**src/rtl/uart_evt_pkg.sv**
```systemverilog
package uart_evt_pkg;
  localparam int NFLAG    = 7;
  localparam int FB_TXE   = 0;
  localparam int FB_TXEND = 1;
  localparam int FB_RX1   = 2;
  localparam int FB_RX2   = 3;
  localparam int FB_OVR   = 4;
  localparam int FB_PAR   = 5;
  localparam int FB_FRM   = 6;
  localparam int RX_SLOTS = 2;
  localparam int CNT_W    = $clog2(RX_SLOTS + 1);
endpackage

```
**src/rtl/uart_rx_occupancy.sv**
```systemverilog
module uart_rx_occupancy
  import uart_evt_pkg::*;
(
  input  logic clk_i,
  input  logic rst_ni,
  input  logic soft_rst_i,
  input  logic load_i,
  input  logic rd_i,
  output logic one_o,
  output logic full_o
);
  localparam logic [CNT_W-1:0] MAXC = CNT_W'(RX_SLOTS);

  logic [CNT_W-1:0] cnt_q, cnt_d;

  always_comb begin
    cnt_d = cnt_q;
    if (load_i && !rd_i) begin
      if (cnt_q != MAXC) cnt_d = cnt_q + CNT_W'(1);
    end else if (rd_i && !load_i) begin
      if (cnt_q != '0) cnt_d = cnt_q - CNT_W'(1);
    end else if (rd_i && load_i && cnt_q == '0) begin
      cnt_d = CNT_W'(1);
    end
  end

  always_ff @(posedge clk_i or negedge rst_ni) begin
    if (!rst_ni)         cnt_q <= '0;
    else if (soft_rst_i) cnt_q <= '0;
    else                 cnt_q <= cnt_d;
  end

  assign one_o  = (cnt_q != '0);
  assign full_o = (cnt_q == MAXC);


  cnt_range_chk: assert property (@(posedge clk_i) disable iff (!rst_ni)
    cnt_q <= MAXC);

  rd_at_full_chk: assert property (@(posedge clk_i) disable iff (!rst_ni)
    (full_o && rd_i && !load_i && !soft_rst_i) |=> (one_o && !full_o));
endmodule

```
**src/rtl/uart_flag_bank.sv**
```systemverilog
module uart_flag_bank (
  input  logic clk_i,
  input  logic rst_ni,
  input  logic soft_rst_i,
  input  logic tx_load_i,
  input  logic tx_wr_i,
  input  logic stop_sent_i,
  input  logic frm_err_i,
  input  logic par_err_i,
  input  logic ovr_err_i,
  input  logic rx_rd_i,
  input  logic rx_rd_frm_i,
  input  logic rx_rd_par_i,
  input  logic clr_txend_i,
  input  logic clr_ovr_i,
  input  logic clr_par_i,
  input  logic clr_frm_i,
  output logic txe_o,
  output logic txend_o,
  output logic ovr_o,
  output logic par_o,
  output logic frm_o
);
  logic txe_q, txend_q, ovr_q, par_q, frm_q;
  logic set_txend, kill_par, kill_frm;

  assign set_txend = stop_sent_i && txe_q;
  assign kill_par  = clr_par_i || (rx_rd_i && rx_rd_par_i);
  assign kill_frm  = clr_frm_i || (rx_rd_i && rx_rd_frm_i);

  // set beats clear in every flag below
  always_ff @(posedge clk_i or negedge rst_ni) begin
    if (!rst_ni) begin
      txe_q <= 1'b1; txend_q <= 1'b0; ovr_q <= 1'b0; par_q <= 1'b0; frm_q <= 1'b0;
    end else if (soft_rst_i) begin
      txe_q <= 1'b1; txend_q <= 1'b0; ovr_q <= 1'b0; par_q <= 1'b0; frm_q <= 1'b0;
    end else begin
      if (tx_load_i)      txe_q <= 1'b1;
      else if (tx_wr_i)   txe_q <= 1'b0;
      if (set_txend)      txend_q <= 1'b1;
      else if (clr_txend_i) txend_q <= 1'b0;
      if (ovr_err_i)      ovr_q <= 1'b1;
      else if (clr_ovr_i) ovr_q <= 1'b0;
      if (par_err_i)      par_q <= 1'b1;
      else if (kill_par)  par_q <= 1'b0;
      if (frm_err_i)      frm_q <= 1'b1;
      else if (kill_frm)  frm_q <= 1'b0;
    end
  end

  assign txe_o   = txe_q;
  assign txend_o = txend_q;
  assign ovr_o   = ovr_q;
  assign par_o   = par_q;
  assign frm_o   = frm_q;


  txend_cause_chk: assert property (@(posedge clk_i) disable iff (!rst_ni)
    (!txend_q && !(stop_sent_i && txe_q)) |=> !txend_q);

  ovr_hold_chk: assert property (@(posedge clk_i) disable iff (!rst_ni)
    (ovr_q && !soft_rst_i && !clr_ovr_i) |=> ovr_q);

  txe_set_wins_chk: assert property (@(posedge clk_i) disable iff (!rst_ni)
    (tx_load_i && tx_wr_i) |=> txe_q);
endmodule

```
**src/rtl/uart_req_route.sv**
```systemverilog
module uart_req_route
  import uart_evt_pkg::*;
#(
  parameter int NUM_CH = 2
) (
  input  logic [NFLAG-1:0]  flags_i,
  input  logic [NFLAG-1:0]  irq_en_i,
  input  logic [NUM_CH-1:0] rx_en_i,
  input  logic [NUM_CH-1:0] tx_en_i,
  output logic              irq_o,
  output logic [NUM_CH-1:0] rx_req_o,
  output logic [NUM_CH-1:0] tx_req_o
);
  logic [NFLAG-1:0] dma_claim;

  always_comb begin
    dma_claim         = '0;
    dma_claim[FB_RX1] = |rx_en_i;
    dma_claim[FB_TXE] = |tx_en_i;
  end

  assign irq_o = |(flags_i & irq_en_i & ~dma_claim);

  for (genvar c = 0; c < NUM_CH; c++) begin : g_ch
    assign rx_req_o[c] = flags_i[FB_RX1] & rx_en_i[c];
    assign tx_req_o[c] = flags_i[FB_TXE] & tx_en_i[c];
  end


  irq_source_chk: assert final (!irq_o || (|(flags_i & irq_en_i)));

  dma_source_chk: assert final ((rx_req_o == '0 || flags_i[FB_RX1]) && (tx_req_o == '0 || flags_i[FB_TXE]));
endmodule

```
**src/rtl/uart_evt_ctrl.sv**
```systemverilog
module uart_evt_ctrl
  import uart_evt_pkg::*;
#(
  parameter int NUM_CH = 2
) (
  input  logic              clk_i,
  input  logic              rst_ni,
  input  logic              soft_rst_i,
  input  logic              rx_load_i,
  input  logic              rx_rd_i,
  input  logic              rx_rd_frm_i,
  input  logic              rx_rd_par_i,
  input  logic              tx_load_i,
  input  logic              tx_wr_i,
  input  logic              stop_sent_i,
  input  logic              frm_err_i,
  input  logic              par_err_i,
  input  logic              ovr_err_i,
  input  logic [NFLAG-1:0]  wdata_i,
  input  logic              flag_w1c_i,
  input  logic              irq_en_we_i,
  input  logic [NUM_CH-1:0] dma_en_we_i,
  output logic [NFLAG-1:0]  flags_o,
  output logic              irq_o,
  output logic [NUM_CH-1:0] dma_rx_req_o,
  output logic [NUM_CH-1:0] dma_tx_req_o
);
  logic [NFLAG-1:0]  irq_en_q;
  logic [NUM_CH-1:0] rx_en_q, tx_en_q;
  logic txe, txend, ovr, par, frm, rx1, rx2;

  always_ff @(posedge clk_i or negedge rst_ni) begin
    if (!rst_ni)          irq_en_q <= '0;
    else if (irq_en_we_i) irq_en_q <= wdata_i;
  end

  for (genvar c = 0; c < NUM_CH; c++) begin : g_dma_en
    always_ff @(posedge clk_i or negedge rst_ni) begin
      if (!rst_ni) begin
        rx_en_q[c] <= 1'b0;
        tx_en_q[c] <= 1'b0;
      end else if (dma_en_we_i[c]) begin
        rx_en_q[c] <= wdata_i[0];
        tx_en_q[c] <= wdata_i[1];
      end
    end
  end

  uart_rx_occupancy u_occ (
    .clk_i      (clk_i),
    .rst_ni     (rst_ni),
    .soft_rst_i (soft_rst_i),
    .load_i     (rx_load_i),
    .rd_i       (rx_rd_i),
    .one_o      (rx1),
    .full_o     (rx2)
  );

  uart_flag_bank u_bank (
    .clk_i       (clk_i),
    .rst_ni      (rst_ni),
    .soft_rst_i  (soft_rst_i),
    .tx_load_i   (tx_load_i),
    .tx_wr_i     (tx_wr_i),
    .stop_sent_i (stop_sent_i),
    .frm_err_i   (frm_err_i),
    .par_err_i   (par_err_i),
    .ovr_err_i   (ovr_err_i),
    .rx_rd_i     (rx_rd_i),
    .rx_rd_frm_i (rx_rd_frm_i),
    .rx_rd_par_i (rx_rd_par_i),
    .clr_txend_i (flag_w1c_i && wdata_i[FB_TXEND]),
    .clr_ovr_i   (flag_w1c_i && wdata_i[FB_OVR]),
    .clr_par_i   (flag_w1c_i && wdata_i[FB_PAR]),
    .clr_frm_i   (flag_w1c_i && wdata_i[FB_FRM]),
    .txe_o       (txe),
    .txend_o     (txend),
    .ovr_o       (ovr),
    .par_o       (par),
    .frm_o       (frm)
  );

  always_comb begin
    flags_o           = '0;
    flags_o[FB_TXE]   = txe;
    flags_o[FB_TXEND] = txend;
    flags_o[FB_RX1]   = rx1;
    flags_o[FB_RX2]   = rx2;
    flags_o[FB_OVR]   = ovr;
    flags_o[FB_PAR]   = par;
    flags_o[FB_FRM]   = frm;
  end

  uart_req_route #(.NUM_CH(NUM_CH)) u_route (
    .flags_i  (flags_o),
    .irq_en_i (irq_en_q),
    .rx_en_i  (rx_en_q),
    .tx_en_i  (tx_en_q),
    .irq_o    (irq_o),
    .rx_req_o (dma_rx_req_o),
    .tx_req_o (dma_tx_req_o)
  );


  soft_rst_state_chk: assert property (@(posedge clk_i) disable iff (!rst_ni)
    soft_rst_i |=> (flags_o == 7'b0000001));

  claim_mask_chk: assert property (@(posedge clk_i) disable iff (!rst_ni)
    (|tx_en_q && flags_o[6:1] == '0) |-> !irq_o);
endmodule

```
**config.mk**
```make
export PLATFORM = sky130hd
export DESIGN_NAME = uart_evt_ctrl
export DESIGN_NICKNAME = d
export VERILOG_FILES = /design/src/rtl/uart_evt_pkg.sv /design/src/rtl/uart_rx_occupancy.sv /design/src/rtl/uart_flag_bank.sv /design/src/rtl/uart_req_route.sv /design/src/rtl/uart_evt_ctrl.sv
export SDC_FILE = /design/constraint.sdc
export NUM_CORES = 1
export LEC_CHECK = 0
export BUFFER_PORTS_ARGS = -buffer_cell sky130_fd_sc_hd__buf_4
export CORE_MARGIN = 2
export CORE_UTILIZATION = 43
export DETAILED_ROUTE_END_ITERATION = 7
export PLACE_DENSITY_LB_ADDON = 0.15
export SETUP_SLACK_MARGIN = 0.05
export SLEW_MARGIN = 20
export SYNTH_ARGS = -nofsm -noshare
export SYNTH_HDL_FRONTEND = slang
export SYNTH_SLANG_ARGS = --single-unit
```
**constraint.sdc**
```tcl
create_clock -name clk_i -period 1.25 [get_ports clk_i]
set_input_delay 0.0625 -clock clk_i [delete_from_list [all_inputs] [get_ports clk_i]]
set_output_delay 0.0625 -clock clk_i [all_outputs]
set_load 0.005 [all_outputs]
```
# [After elaboration in Yosys (flattened, before gate mapping)]
# Index checks and enable logic that the tools add are counted.
[op_classes] addsub=2 eq_ne=4 mux=21 n_bitwise=7 n_reduce_logical=27
[op_table] op="two-way mux 1 bit" count=15
[op_table] op="nonzero test 3 bit" count=5
[op_table] op="AND 7 bit" count=2
[op_table] op="two-way mux 2 bit" count=6
[op_table] op="logical AND 1 bit" count=11
[op_table] op="NOT 3 -> 7 bit" count=1
[op_table] op="OR reduction 7 bit" count=1
[op_table] op="AND 1 bit" count=4
[op_table] op="inequality test 4 x 3 -> 1 bit, second input constant" count=1
[op_table] op="nonzero test 4 bit" count=1
[op_table] op="OR reduction 2 bit" count=2
[op_table] op="inequality test 3 bit, second input constant" count=1
[op_table] op="AND reduction 3 bit" count=1
[op_table] op="adder 2 x 1 -> 2 bit, second input constant" count=1
[op_table] op="equality test 2 bit, second input constant" count=1
[op_table] op="zero test 1 bit" count=2
[op_table] op="zero test 2 bit" count=1
[op_table] op="logical OR 1 bit" count=2
[op_table] op="inequality test 2 bit, second input constant" count=1
[op_table] op="nonzero test 2 bit" count=1
[op_table] op="subtractor 2 x 1 -> 2 bit, second input constant" count=1
[totals] ff_bits=18 in_bits=24 out_inout_bits=12 wordCells=72

# [Longest topological paths before layout]
# Gate-level depths: netlist (run 1).
[logic_depth] depth_word=6 mapped_depth=5 ltp_nobuf=5

# [By module]
# From an unflattened synthesis (run 1), not the netlist that was laid out.
[unflattened] cells_unflattened=89 area_unflattened_um2=989.7
[modules_own_cells] module="uart_evt_ctrl" instances=1 cells_per_inst=34 area_per_inst_um2=514.2 seq_area_each_um2=275.3
[modules_own_cells] module="uart_flag_bank" instances=1 cells_per_inst=22 area_per_inst_um2=201.4 seq_area_each_um2=126.4
[modules_own_cells] module="uart_rx_occupancy" instances=1 cells_per_inst=23 area_per_inst_um2=201.4 seq_area_each_um2=50.0
[modules_own_cells] module="uart_req_route" instances=1 cells_per_inst=10 area_per_inst_um2=72.6 seq_area_each_um2=0.0

# [Worst setup path after synthesis (run 1)]
# OpenSTA, ideal clock, no wires.
[synth_path] path_type="register to register" startpoint="register u_occ.cnt_q[0]" endpoint="register u_occ.cnt_q[1]" setup_time_ns=0.094 arrival_time_ns=1.230 t_required_ns=1.156 path_slack_ns=-0.074 stages_incl_launch_ff=6 path_buffers=0 period_less_slack_ns=1.324 path_cell_list="dfrtp_1 -> inv_1 -> ha_1 -> and3b_1 -> a211o_1 -> a211oi_1"
[synth_between] elab_chain_len=5 word_cells_on_any_way=15 classes_between="add/sub (2); eq/ne (3); mux (5); reduce/logical (5)"
[synth_rtl] item="start, declared" line="uart_rx_occupancy.sv:14" source="logic [CNT_W-1:0] cnt_q, cnt_d;"
[synth_rtl] item="start signal, assigned" line="uart_rx_occupancy.sv:30" source="else cnt_q <= cnt_d;"
[synth_rtl] item="subtractor 2 x 1 -> 2 bit" line="uart_rx_occupancy.sv:21" source="if (cnt_q != '0) cnt_d = cnt_q - CNT_W'(1);"
[synth_rtl] item="two-way mux 2 bit" line="uart_rx_occupancy.sv:21"
[synth_rtl] item="two-way mux 2 bit" line="uart_rx_occupancy.sv:20" source="end else if (rd_i && !load_i) begin"
[synth_rtl] item="two-way mux 2 bit" line="uart_rx_occupancy.sv:18" source="if (load_i && !rd_i) begin"
[synth_rtl] item="two-way mux 2 bit" line="uart_rx_occupancy.sv:29" source="else if (soft_rst_i) cnt_q <= '0;"
# Parallel ways exist; a longest one is shown, timed or not. The select of a mux whose other input is x is not followed.
# A chain may end at the register's enable or synchronous reset.

# [Worst setup path after layout (run 1)]
[layout_path] startpoint="register u_occ.cnt_q[0]" endpoint="output irq_o"
[layout_between] elab_chain_len=4 word_cells_on_any_way=5 classes_between="eq/ne (1); bitwise (2); reduce/logical (2)"
[layout_rtl] item="equality test 2 bit / nonzero test 2 bit (equally long branches)" line="uart_rx_occupancy.sv:34, uart_rx_occupancy.sv:33"
[layout_rtl] item="AND 7 bit (*) (2 in series)" line="uart_req_route.sv:22" source="assign irq_o = |(flags_i & irq_en_i & ~dma_claim);"
[layout_rtl] item="OR reduction 7 bit (*)" line="uart_req_route.sv:22"
[layout_rtl] item="end, declared" line="uart_evt_ctrl.sv:24" source="output logic irq_o,"
# Mark *: on every way between the ends. The rest lies on a longest branch, timed or not.

==> impl_results.html, run 1 <==
<table>
<tr><th>Metric</th><th>Value</th></tr>
<tr><th colspan="2">Status</th></tr>
<tr><td>Outcome</td><td>finished with violations</td></tr>
<tr><td>Failing checks</td><td>negative setup slack</td></tr>
<tr><th colspan="2">Run</th></tr>
<tr><td>Max-cap violation count</td><td>0</td></tr>
<tr><th colspan="2">Power</th></tr>
<tr><td>Max rail drop VDD</td><td>0.0008320 V</td></tr>
<tr><td>Cell area power density</td><td>1046 nW/µm²</td></tr>
<tr><td>Total Power Consumption</td><td>1.649 mW</td></tr>
<tr><td>Total leakage power</td><td>0.7677 nW</td></tr>
<tr><th colspan="2">Cells and area</th></tr>
<tr><td>Ratio of cells with drive above 1 in the final layout</td><td>0.5643</td></tr>
<tr><td>Final std cells w/o fill</td><td>168</td></tr>
<tr><td>Inserted Diodes</td><td>0</td></tr>
<tr><td>Area overhead of the layout relative to synthesis</td><td>63.64%</td></tr>
<tr><td>Final nets</td><td>172</td></tr>
<tr><td>Post-Layout Inst Area</td><td>1577 µm²</td></tr>
<tr><th colspan="2">Worst setup path</th></tr>
<tr><td>WS Path Type</td><td>flop to primary output</td></tr>
<tr><td>Type of element launching the critical path</td><td>flop</td></tr>
<tr><td>Maximum fanout encountered on the critical timing path</td><td>3</td></tr>
<tr><td>CP Data Required Time</td><td>1190 ps</td></tr>
<tr><td>Crit. End Element</td><td>primary output</td></tr>
<tr><td>Data arrival time at the worst-slack endpoint</td><td>1580 ps</td></tr>
<tr><td>Cells traversed along the worst timing path</td><td>inv_2, ha_4, or4b_4, nand3_2, buf_6</td></tr>
<tr><td>Longest individual stage delay on the worst path</td><td>510 ps</td></tr>
<tr><td>Setup slack of the most critical reg-to-reg path</td><td>-180 ps</td></tr>
<tr><td>Slowest cell on the critical path</td><td>sky130_fd_sc_hd__or4b_4</td></tr>
<tr><th colspan="2">Logic synthesis</th></tr>
<tr><td>Proportion of synthesized chip area in sequential cells</td><td>0.4688</td></tr>
<tr><td>Number of synthesized register bits</td><td>18</td></tr>
<tr><td>Area of the mapped netlist</td><td>963.4 µm²</td></tr>
<tr><td>Number of distinct library cells after synthesis</td><td>29</td></tr>
<tr><td>Number of cells produced by synthesis</td><td>84</td></tr>
<tr><td>Synthesized area per cell</td><td>11.47 µm²</td></tr>
<tr><td>Post-Syn Nets</td><td>115</td></tr>
<tr><td>Syn. warnings</td><td>0</td></tr>
<tr><th colspan="2">Global route</th></tr>
<tr><td>Global routing met2 resource utilization</td><td>0.3831</td></tr>
<tr><td>Most heavily used metal layer in global routing</td><td>met2</td></tr>
<tr><td>Met1 GRT Util</td><td>0.2463</td></tr>
<tr><td>Largest net degree at the start of global routing</td><td>19</td></tr>
<tr><td>Via count of the first global-routing pass</td><td>890</td></tr>
<tr><td>Overall overflow remaining after global route</td><td>0</td></tr>
<tr><td>All-Layer GR Usage</td><td>0.2106</td></tr>
<tr><td>First-pass GRT wire length</td><td>4057 µm</td></tr>
<tr><td>Antenna violations before repair</td><td>0</td></tr>
<tr><td>GRT met3 Usage</td><td>0.04386</td></tr>
<tr><th colspan="2">Placed design</th></tr>
<tr><td>Dpl cells</td><td>145</td></tr>
<tr><td>Standard cell area after detailed placement</td><td>1264 µm²</td></tr>
<tr><td>Placer congestion estimate</td><td>0.8293</td></tr>
<tr><td>Input/output buffers</td><td>35</td></tr>
<tr><td>Placed wire-length estimate after detailed placement</td><td>1683 µm</td></tr>
<tr><td>Post-place setup slack</td><td>-151.8 ps</td></tr>
<tr><th colspan="2">Routing</th></tr>
<tr><td>DRC Markers</td><td>0</td></tr>
<tr><td>Pre-antenna DRT Iters</td><td>4</td></tr>
<tr><td>Number of routed nets with antenna violations</td><td>0</td></tr>
<tr><td>Via density</td><td>4.940</td></tr>
<tr><td>Starting DRT DRC Count</td><td>9</td></tr>
<tr><td>Routed wire per std cell</td><td>14.30 µm</td></tr>
<tr><td>Overall via count from detail_route</td><td>830</td></tr>
<tr><td>Total Wirelength</td><td>2402 µm</td></tr>
<tr><th colspan="2">Clocking</th></tr>
<tr><td>Clock tree from TritonCTS</td><td>done</td></tr>
<tr><td>CTS Buffer Depth</td><td>2</td></tr>
<tr><td>Clock transition at the register clock pins on the worst setup and hold paths after CTS</td><td>110 ps</td></tr>
<tr><td>Number of buffers added by the clock tree synthesis step</td><td>3</td></tr>
<tr><td>CTS sink count</td><td>18</td></tr>
<tr><td>Clock tree root driver cell</td><td>sky130_fd_sc_hd__clkbuf_4</td></tr>
<tr><td>Clock insertion delay at the later pin of the skew report</td><td>290 ps</td></tr>
<tr><td>H-tree Lvls</td><td>1</td></tr>
<tr><th colspan="2">STA</th></tr>
<tr><td>Final critical-path share of the clock period</td><td>1.317</td></tr>
<tr><td>Slew Viols, Final</td><td>0</td></tr>
<tr><td>Largest clock skew in the final design</td><td>0.1548 ps</td></tr>
<tr><td>Least setup slack across all paths after layout</td><td>-395.7 ps</td></tr>
<tr><td>Pin slew with the least headroom to its limit</td><td>397.6 ps</td></tr>
<tr><td>Final number of hold-violating endpoints</td><td>0</td></tr>
<tr><td>Final setup violation count</td><td>7</td></tr>
<tr><td>Tightest slew margin relative to the limit</td><td>0.7313</td></tr>
<tr><td>Post-layout minimum cycle time</td><td>1646 ps</td></tr>
<tr><td>Max Clk Rate</td><td>607.7 MHz</td></tr>
<tr><td>Post-route worst hold slack</td><td>19.08 ps</td></tr>
<tr><td>Setup repair after global routing missed its margin</td><td>true</td></tr>
<tr><th colspan="2">Die</th></tr>
<tr><td>Initial standard-cell utilization of the core</td><td>0.4441</td></tr>
<tr><td>CORE AREA</td><td>2170 µm²</td></tr>
<tr><td>Area of the die</td><td>2635 µm²</td></tr>
<tr><td>I/O pin count</td><td>36</td></tr>
<tr><td>Die width</td><td>51.34 µm</td></tr>
<tr><td>Std cell rows</td><td>17</td></tr>
<tr><td>Chip height</td><td>51.34 µm</td></tr>
<tr><th colspan="2">Worst hold path</th></tr>
<tr><td>Worst min-delay path category</td><td>input port to flop</td></tr>
</table>
==> final cells by class <==
class / instances / area, µm²
flip-flops and latches: 18 / 451.7
repair buffers: 60 / 514.2
well taps: 28 / 35.03
clock buffers: 4 / 36.28
multi-input cells: 52 / 516.7
fillers: 169 / 593.1
inverters: 6 / 22.52
==> placed cells by master, fill, tap and decap left out, types with 2 or more instances in the layout <==
cell type,netlist,layout
sky130_fd_sc_hd__clkbuf_4,0,3
sky130_fd_sc_hd__ha_1,7,4
sky130_fd_sc_hd__dfrtp_1,17,17
sky130_fd_sc_hd__nand2b_1,2,2
sky130_fd_sc_hd__nor2_1,5,5
sky130_fd_sc_hd__nand2_1,2,2
sky130_fd_sc_hd__and2_4,0,2
sky130_fd_sc_hd__inv_1,6,3
sky130_fd_sc_hd__dlygate4sd3_1,0,12
sky130_fd_sc_hd__buf_4,7,39
sky130_fd_sc_hd__mux2_2,11,11
sky130_fd_sc_hd__ha_4,0,2
sky130_fd_sc_hd__buf_6,0,9
sky130_fd_sc_hd__o21ai_0,2,2
sky130_fd_sc_hd__inv_2,0,3
sky130_fd_sc_hd__a22oi_1,3,3
sky130_fd_sc_hd__a21oi_1,3,3
==> power breakdown <==
| part | switching, mW | total (mW) | internal (mW) | leakage (nW) |
|---|---|---|---|---|
| Combinational | 0.225 | 0.605 | 0.380 | 0.531 |
| Sequential | 0.0401 | 0.680 | 0.640 | 0.216 |
| Clock | 0.186 | 0.364 | 0.177 | 0.0210 |
| Total | 0.451 | 1.65 | 1.20 | 0.768 |
==> path summary, 6_finish.rpt <==
| kind | to | depth (start not counted) | startpoint |
|---|---|---|---|
| worst max register to register | u_occ.cnt_q[1] | 6 | u_occ.cnt_q[1] |
| min in group asynchronous | u_bank.frm_o | 2 | rst_ni |
| worst min-delay path | rx_en_q[0] | 2 | wdata_i[0] |
| worst min register to register | irq_en_q[5] | 1 | irq_en_q[5] |
| max in group asynchronous | u_bank.txe_o | 2 | rst_ni |
| worst max-delay path | irq_o | 5 | u_occ.cnt_q[0] |
==> metrics by stage <==
step	TNS [ps]	util
floorplan	-22.70	-
finish	-1297	0.7266
CTS	-1335	0.7099
detailed placement	-312.5	0.5825
global placement	-209.6	0.5825
global route	-1768	0.7266
==> critical path, delay by kind of cell (launching register included) <==
family,cells,cell delay (ps)
flops,1,370
buf+inv,2,160
simple gates,2,590
fa+ha+maj,1,160
==> flip-flops by register name, summed over array words and instances, names as in the netlist <==
register	flops
irq_en_q	7
rx_en_q	2
tx_en_q	2
u_occ.cnt_q	2
u_bank.frm_o	1
u_bank.ovr_o	1
u_bank.par_o	1
u_bank.txe_o	1
u_bank.txend_o	1
==> Yosys cell counts <==
cell type	count	area, µm²
sky130_fd_sc_hd__nor4bb_1	1	10.01
sky130_fd_sc_hd__a211oi_1	1	7.510
sky130_fd_sc_hd__and3b_1	1	8.760
sky130_fd_sc_hd__nor4_1	1	6.260
sky130_fd_sc_hd__nor3b_1	1	7.510
sky130_fd_sc_hd__ha_1	7	87.58
sky130_fd_sc_hd__inv_1	6	22.52
sky130_fd_sc_hd__and2_1	2	12.51
sky130_fd_sc_hd__dfrtp_1	17	425.4
sky130_fd_sc_hd__a221oi_1	1	8.760
sky130_fd_sc_hd__nor2b_1	1	6.260
sky130_fd_sc_hd__o21a_1	1	7.510
sky130_fd_sc_hd__a222oi_1	1	10.01
sky130_fd_sc_hd__a21boi_1	1	7.510
sky130_fd_sc_hd__nand2_1	2	7.510
sky130_fd_sc_hd__buf_4	7	52.55
sky130_fd_sc_hd__o21ai_0	2	10.01
sky130_fd_sc_hd__mux2i_1	1	10.01
sky130_fd_sc_hd__mux2_2	11	123.9
sky130_fd_sc_hd__dfstp_2	1	26.28
sky130_fd_sc_hd__or4b_1	1	10.01
sky130_fd_sc_hd__nand3_1	1	5.000
sky130_fd_sc_hd__nand2b_1	2	12.51
sky130_fd_sc_hd__nor2_1	5	18.77
sky130_fd_sc_hd__a211o_1	1	8.760
sky130_fd_sc_hd__and2b_1	1	7.510
sky130_fd_sc_hd__a22oi_1	3	22.52
sky130_fd_sc_hd__a21oi_1	3	15.01
sky130_fd_sc_hd__buf_2	1	5.000
==> kinds of logic (layout without fill, tap and decap cells) <==
| logic type | Yosys count | count (layout) | synth area share |
|---|---|---|---|
| mux | 12 | 12 | 0.1390 |
| simple gates | 19 | 19 | 0.1169 |
| compound gates | 14 | 14 | 0.1013 |
| fa+ha+maj | 7 | 7 | 0.09090 |
| buf+inv | 14 | 70 | 0.08311 |
| flops | 18 | 18 | 0.4688 |
==> timing repair <==
| action | 4_1_cts | 5_1_grt |
|---|---|---|
| endpoints found under the hold margin | 28 | 1 |
| pin swaps | 5 | 2 |
| cloned | 0 | 0 |
| resized for setup | 18 | 7 |
| buffers inserted | 6 | 2 |
| endpoints found under the setup margin | 8 | 9 |
| hold buffers | 11 | 1 |
==> per-layer routing <==
layer | vias to the layer above | share of wire
li1 | 403 | -
met1 | 404 | 0.41
met2 | 21 | 0.54
met3 | 2 | 0.043
met4 | 0 | 0.0050
met5 | - | 0
Note: power is estimated with default switching activity, not from simulation.
==> run 2: changes to the inputs <==
--- a/config.mk
+++ b/config.mk
@@ -6,7 +6,7 @@
 export NUM_CORES = 1
 export LEC_CHECK = 0
 export BUFFER_PORTS_ARGS = -buffer_cell sky130_fd_sc_hd__buf_4
-export CORE_MARGIN = 2
+export CORE_MARGIN = 3
 export CORE_UTILIZATION = 43
 export DETAILED_ROUTE_END_ITERATION = 7
 export PLACE_DENSITY_LB_ADDON = 0.15
==> run 2 against run 1 <==
The flow still finishes with violations (negative setup slack). Critical path depth stayed put. Wire length is 16% higher. First-iteration DRC count is 11% higher. Via count is 4.9% higher. Setup slack better by 1.3 ps. Fmax hardly changed.
==> impl_results.html, run 2 (synthesis gave the netlist of run 1 again) <==
<table>
<tr><th>Metric</th><th>Value</th></tr>
<tr><th colspan="2">Status</th></tr>
<tr><td>Outcome</td><td>finished with violations (unchanged)</td></tr>
<tr><td>Failing checks</td><td>negative setup slack (unchanged)</td></tr>
<tr><th colspan="2">Run</th></tr>
<tr><td>Max-cap violation count</td><td>0 (unchanged)</td></tr>
<tr><th colspan="2">Placed design</th></tr>
<tr><td>Placed wire-length estimate after detailed placement</td><td>1731 µm (was 1683 µm)</td></tr>
<tr><td>Placer congestion estimate</td><td>0.6842 (was 0.8293)</td></tr>
<tr><td>Standard cell area after detailed placement</td><td>1262 µm² (was 1264 µm²)</td></tr>
<tr><td>Input/output buffers</td><td>35 (unchanged)</td></tr>
<tr><td>Dpl cells</td><td>144 (was 145)</td></tr>
<tr><th colspan="2">Global route</th></tr>
<tr><td>Largest net degree at the start of global routing</td><td>19 (unchanged)</td></tr>
<tr><td>Via count of the first global-routing pass</td><td>890 (unchanged)</td></tr>
<tr><td>All-Layer GR Usage</td><td>0.1976 (was 0.2106)</td></tr>
<tr><td>Antenna violations before repair</td><td>0 (unchanged)</td></tr>
<tr><td>First-pass GRT wire length</td><td>3877 µm (was 4057 µm)</td></tr>
<tr><td>Overall overflow remaining after global route</td><td>0 (unchanged)</td></tr>
<tr><th colspan="2">Cells and area</th></tr>
<tr><td>Area overhead of the layout relative to synthesis</td><td>66.23% (was 63.64%)</td></tr>
<tr><td>Commonest cells after routing, fill and taps aside</td><td>39 x sky130_fd_sc_hd__buf_4, 17 x sky130_fd_sc_hd__dfrtp_1, 13 x sky130_fd_sc_hd__dlygate4sd3_1, 11 x sky130_fd_sc_hd__mux2_2, 11 x sky130_fd_sc_hd__buf_6 (was 39 x sky130_fd_sc_hd__buf_4, 17 x sky130_fd_sc_hd__dfrtp_1, 12 x sky130_fd_sc_hd__dlygate4sd3_1, 11 x sky130_fd_sc_hd__mux2_2, 9 x sky130_fd_sc_hd__buf_6)</td></tr>
<tr><td>Ratio of cells with drive above 1 in the final layout</td><td>0.5664 (was 0.5643)</td></tr>
<tr><td>Final std cells w/o fill</td><td>171 (was 168)</td></tr>
<tr><td>Post-Layout Inst Area</td><td>1602 µm² (was 1577 µm²)</td></tr>
<tr><td>Top reg by flops</td><td>irq_en_q (unchanged)</td></tr>
<tr><td>Final nets</td><td>175 (was 172)</td></tr>
<tr><td>Leading cell type in the layout, fill and taps excluded</td><td>sky130_fd_sc_hd__buf_4 (unchanged)</td></tr>
<tr><td>Flip-flop count of the largest register after layout</td><td>7 (unchanged)</td></tr>
<tr><th colspan="2">Worst setup path</th></tr>
<tr><td>Longest individual stage delay on the worst path</td><td>490 ps (was 510 ps)</td></tr>
<tr><td>Worst setup path endpoint</td><td>irq_o (unchanged)</td></tr>
<tr><td>WS Path Type</td><td>flop to primary output (unchanged)</td></tr>
<tr><td>CP Data Required Time</td><td>1190 ps (about the same)</td></tr>
<tr><td>Type of element launching the critical path</td><td>flop (unchanged)</td></tr>
<tr><td>Sum of buffers and inverters on the critical path</td><td>2 (unchanged)</td></tr>
<tr><td>Stages on worst setup path</td><td>5 (unchanged)</td></tr>
<tr><td>R2R Path End</td><td>u_occ.cnt_q[0] (was u_occ.cnt_q[1])</td></tr>
<tr><td>Reg2reg path depth</td><td>8 (was 6)</td></tr>
<tr><td>Setup slack of the most critical reg-to-reg path</td><td>-350 ps (was -180 ps)</td></tr>
<tr><td>Crit. End Element</td><td>primary output (unchanged)</td></tr>
<tr><td>Cells traversed along the worst timing path</td><td>inv_2, ha_4, or4b_4, nand3_2, buf_6 (unchanged)</td></tr>
<tr><td>Data arrival time at the worst-slack endpoint</td><td>1580 ps (about the same)</td></tr>
<tr><td>Top Family by Delay on Critical Path</td><td>simple AND/OR/NAND/NOR gates (unchanged)</td></tr>
<tr><td>Maximum fanout encountered on the critical timing path</td><td>3 (unchanged)</td></tr>
<tr><td>Worst reg2reg path startpoint</td><td>u_occ.cnt_q[0] (was u_occ.cnt_q[1])</td></tr>
<tr><td>Slowest cell on the critical path</td><td>sky130_fd_sc_hd__or4b_4 (unchanged)</td></tr>
<tr><td>Launch point of the worst path</td><td>u_occ.cnt_q[0] (unchanged)</td></tr>
<tr><th colspan="2">STA</th></tr>
<tr><td>Max Clk Rate</td><td>608.1 MHz (was 607.7 MHz)</td></tr>
<tr><td>Least setup slack across all paths after layout</td><td>-394.4 ps (was -395.7 ps)</td></tr>
<tr><td>Largest clock skew in the final design</td><td>0.1416 ps (was 0.1548 ps)</td></tr>
<tr><td>Post-route worst hold slack</td><td>15.34 ps (was 19.08 ps)</td></tr>
<tr><td>Final critical-path share of the clock period</td><td>1.316 (was 1.317)</td></tr>
<tr><td>Slew Viols, Final</td><td>0 (unchanged)</td></tr>
<tr><td>Setup repair after global routing missed its margin</td><td>true (unchanged)</td></tr>
<tr><td>Post-layout minimum cycle time</td><td>1644 ps (was 1646 ps)</td></tr>
<tr><td>Final setup violation count</td><td>7 (unchanged)</td></tr>
<tr><td>Final number of hold-violating endpoints</td><td>0 (unchanged)</td></tr>
<tr><td>Tightest slew margin relative to the limit</td><td>0.7821 (was 0.7313)</td></tr>
<tr><td>Pin slew with the least headroom to its limit</td><td>322.4 ps (was 397.6 ps)</td></tr>
<tr><th colspan="2">Worst hold path</th></tr>
<tr><td>Worst min-delay path category</td><td>input port to flop (unchanged)</td></tr>
<tr><td>Hold Path Depth</td><td>2 (unchanged)</td></tr>
<tr><th colspan="2">Die</th></tr>
<tr><td>I/O pin count</td><td>36 (unchanged)</td></tr>
<tr><td>CORE AREA</td><td>2042 µm² (was 2170 µm²)</td></tr>
<tr><td>Die width</td><td>53.34 µm (was 51.34 µm)</td></tr>
<tr><td>Chip height</td><td>53.34 µm (was 51.34 µm)</td></tr>
<tr><td>Std cell rows</td><td>16 (was 17)</td></tr>
<tr><td>Area of the die</td><td>2845 µm² (was 2635 µm²)</td></tr>
<tr><td>Initial standard-cell utilization of the core</td><td>0.4718 (was 0.4441)</td></tr>
<tr><th colspan="2">Routing</th></tr>
<tr><td>Pre-antenna DRT Iters</td><td>6 (was 4)</td></tr>
<tr><td>Routed wire per std cell</td><td>16.30 µm (was 14.30 µm)</td></tr>
<tr><td>DRC Markers</td><td>0 (unchanged)</td></tr>
<tr><td>Number of routed nets with antenna violations</td><td>0 (unchanged)</td></tr>
<tr><td>Overall via count from detail_route</td><td>871 (was 830)</td></tr>
<tr><td>Starting DRT DRC Count</td><td>10 (was 9)</td></tr>
<tr><td>Via density</td><td>5.094 (was 4.940)</td></tr>
<tr><td>Total Wirelength</td><td>2788 µm (was 2402 µm)</td></tr>
<tr><th colspan="2">Clocking</th></tr>
<tr><td>Number of buffers added by the clock tree synthesis step</td><td>3 (unchanged)</td></tr>
<tr><td>CTS Buffer Depth</td><td>2 (unchanged)</td></tr>
<tr><td>Clock transition at the register clock pins on the worst setup and hold paths after CTS</td><td>110 ps (about the same)</td></tr>
<tr><td>CTS sink count</td><td>18 (unchanged)</td></tr>
<tr><td>Clock tree from TritonCTS</td><td>done (unchanged)</td></tr>
<tr><td>H-tree Lvls</td><td>1 (unchanged)</td></tr>
<tr><td>Clock tree root driver cell</td><td>sky130_fd_sc_hd__clkbuf_4 (unchanged)</td></tr>
<tr><td>Clock insertion delay at the later pin of the skew report</td><td>300 ps (was 290 ps)</td></tr>
<tr><th colspan="2">Power</th></tr>
<tr><td>Max rail drop VDD</td><td>0.0007969 V (was 0.0008320 V)</td></tr>
<tr><td>Total leakage power</td><td>0.7809 nW (was 0.7677 nW)</td></tr>
<tr><td>Cell area power density</td><td>1071 nW/µm² (was 1046 nW/µm²)</td></tr>
</table>
## run 2: worst min-delay path by stage
stage,start,end,slack [ps]
5_1_grt,wdata_i[6],irq_en_q[6],0.6
6_report,dma_en_we_i[0],tx_en_q[0],20
3_5_place_dp,rst_ni,u_bank.par_o,-60
2_1_floorplan,rst_ni,irq_en_q[0],-230
3_3_place_gp,rst_ni,irq_en_q[5],-60
4_1_cts,wdata_i[4],irq_en_q[4],2
## run 2: what timing repair did
item | 4_1_cts | 5_1_grt
buffers inserted | 5 | 4
gates cloned | 0 | 0
endpoints found under the hold margin | 28 | 1
setup endpoints to repair | 8 | 9
pin swaps | 5 | 2
hold buffers | 12 | 1
gates resized for setup | 10 | 15
## run 2: metal layers
metal	track usage	vias to the layer above	part of all wire	wire, µm
met3	0.03944	7	0.060	166
met4	0.1191	0	0.027	76
met2	0.3306	38	0.50	1393
li1	-	405	-	-
met1	0.2289	421	0.41	1152
met5	0	-	0	0
## run 2: power breakdown
part,total [mW],switching (mW),internal [mW],leakage [nW]
clock,0.369,0.191,0.178,0.0210
combinational,0.665,0.244,0.420,0.544
sequential,0.682,0.0423,0.640,0.216
total,1.72,0.477,1.24,0.781
## run 2: per-stage QoR
step                utilization  power [mW]  TNS [ps]  setup WS [ps]
CTS                      0.7353       1.592     -1589         -385.8
detailed placement       0.6183       1.112    -253.7         -120.7
global route             0.7831       1.810     -2349         -439.5
floorplan                     -      0.8997    -22.70         -22.70
global placement         0.6183       1.094    -197.3         -106.0
finish                   0.7843       1.715     -1886         -394.4
## run 2: cell type report
type,instances,area (µm²)
Antenna cell,1,2.502
Clock buffer,4,36.28
Timing Repair Buffer,63,546.8
Sequential cell,18,451.7
Tap cell,27,33.78
Fill cell,139,440.4
Multi-Input combinational cell,52,508.0
Inverter,6,22.52
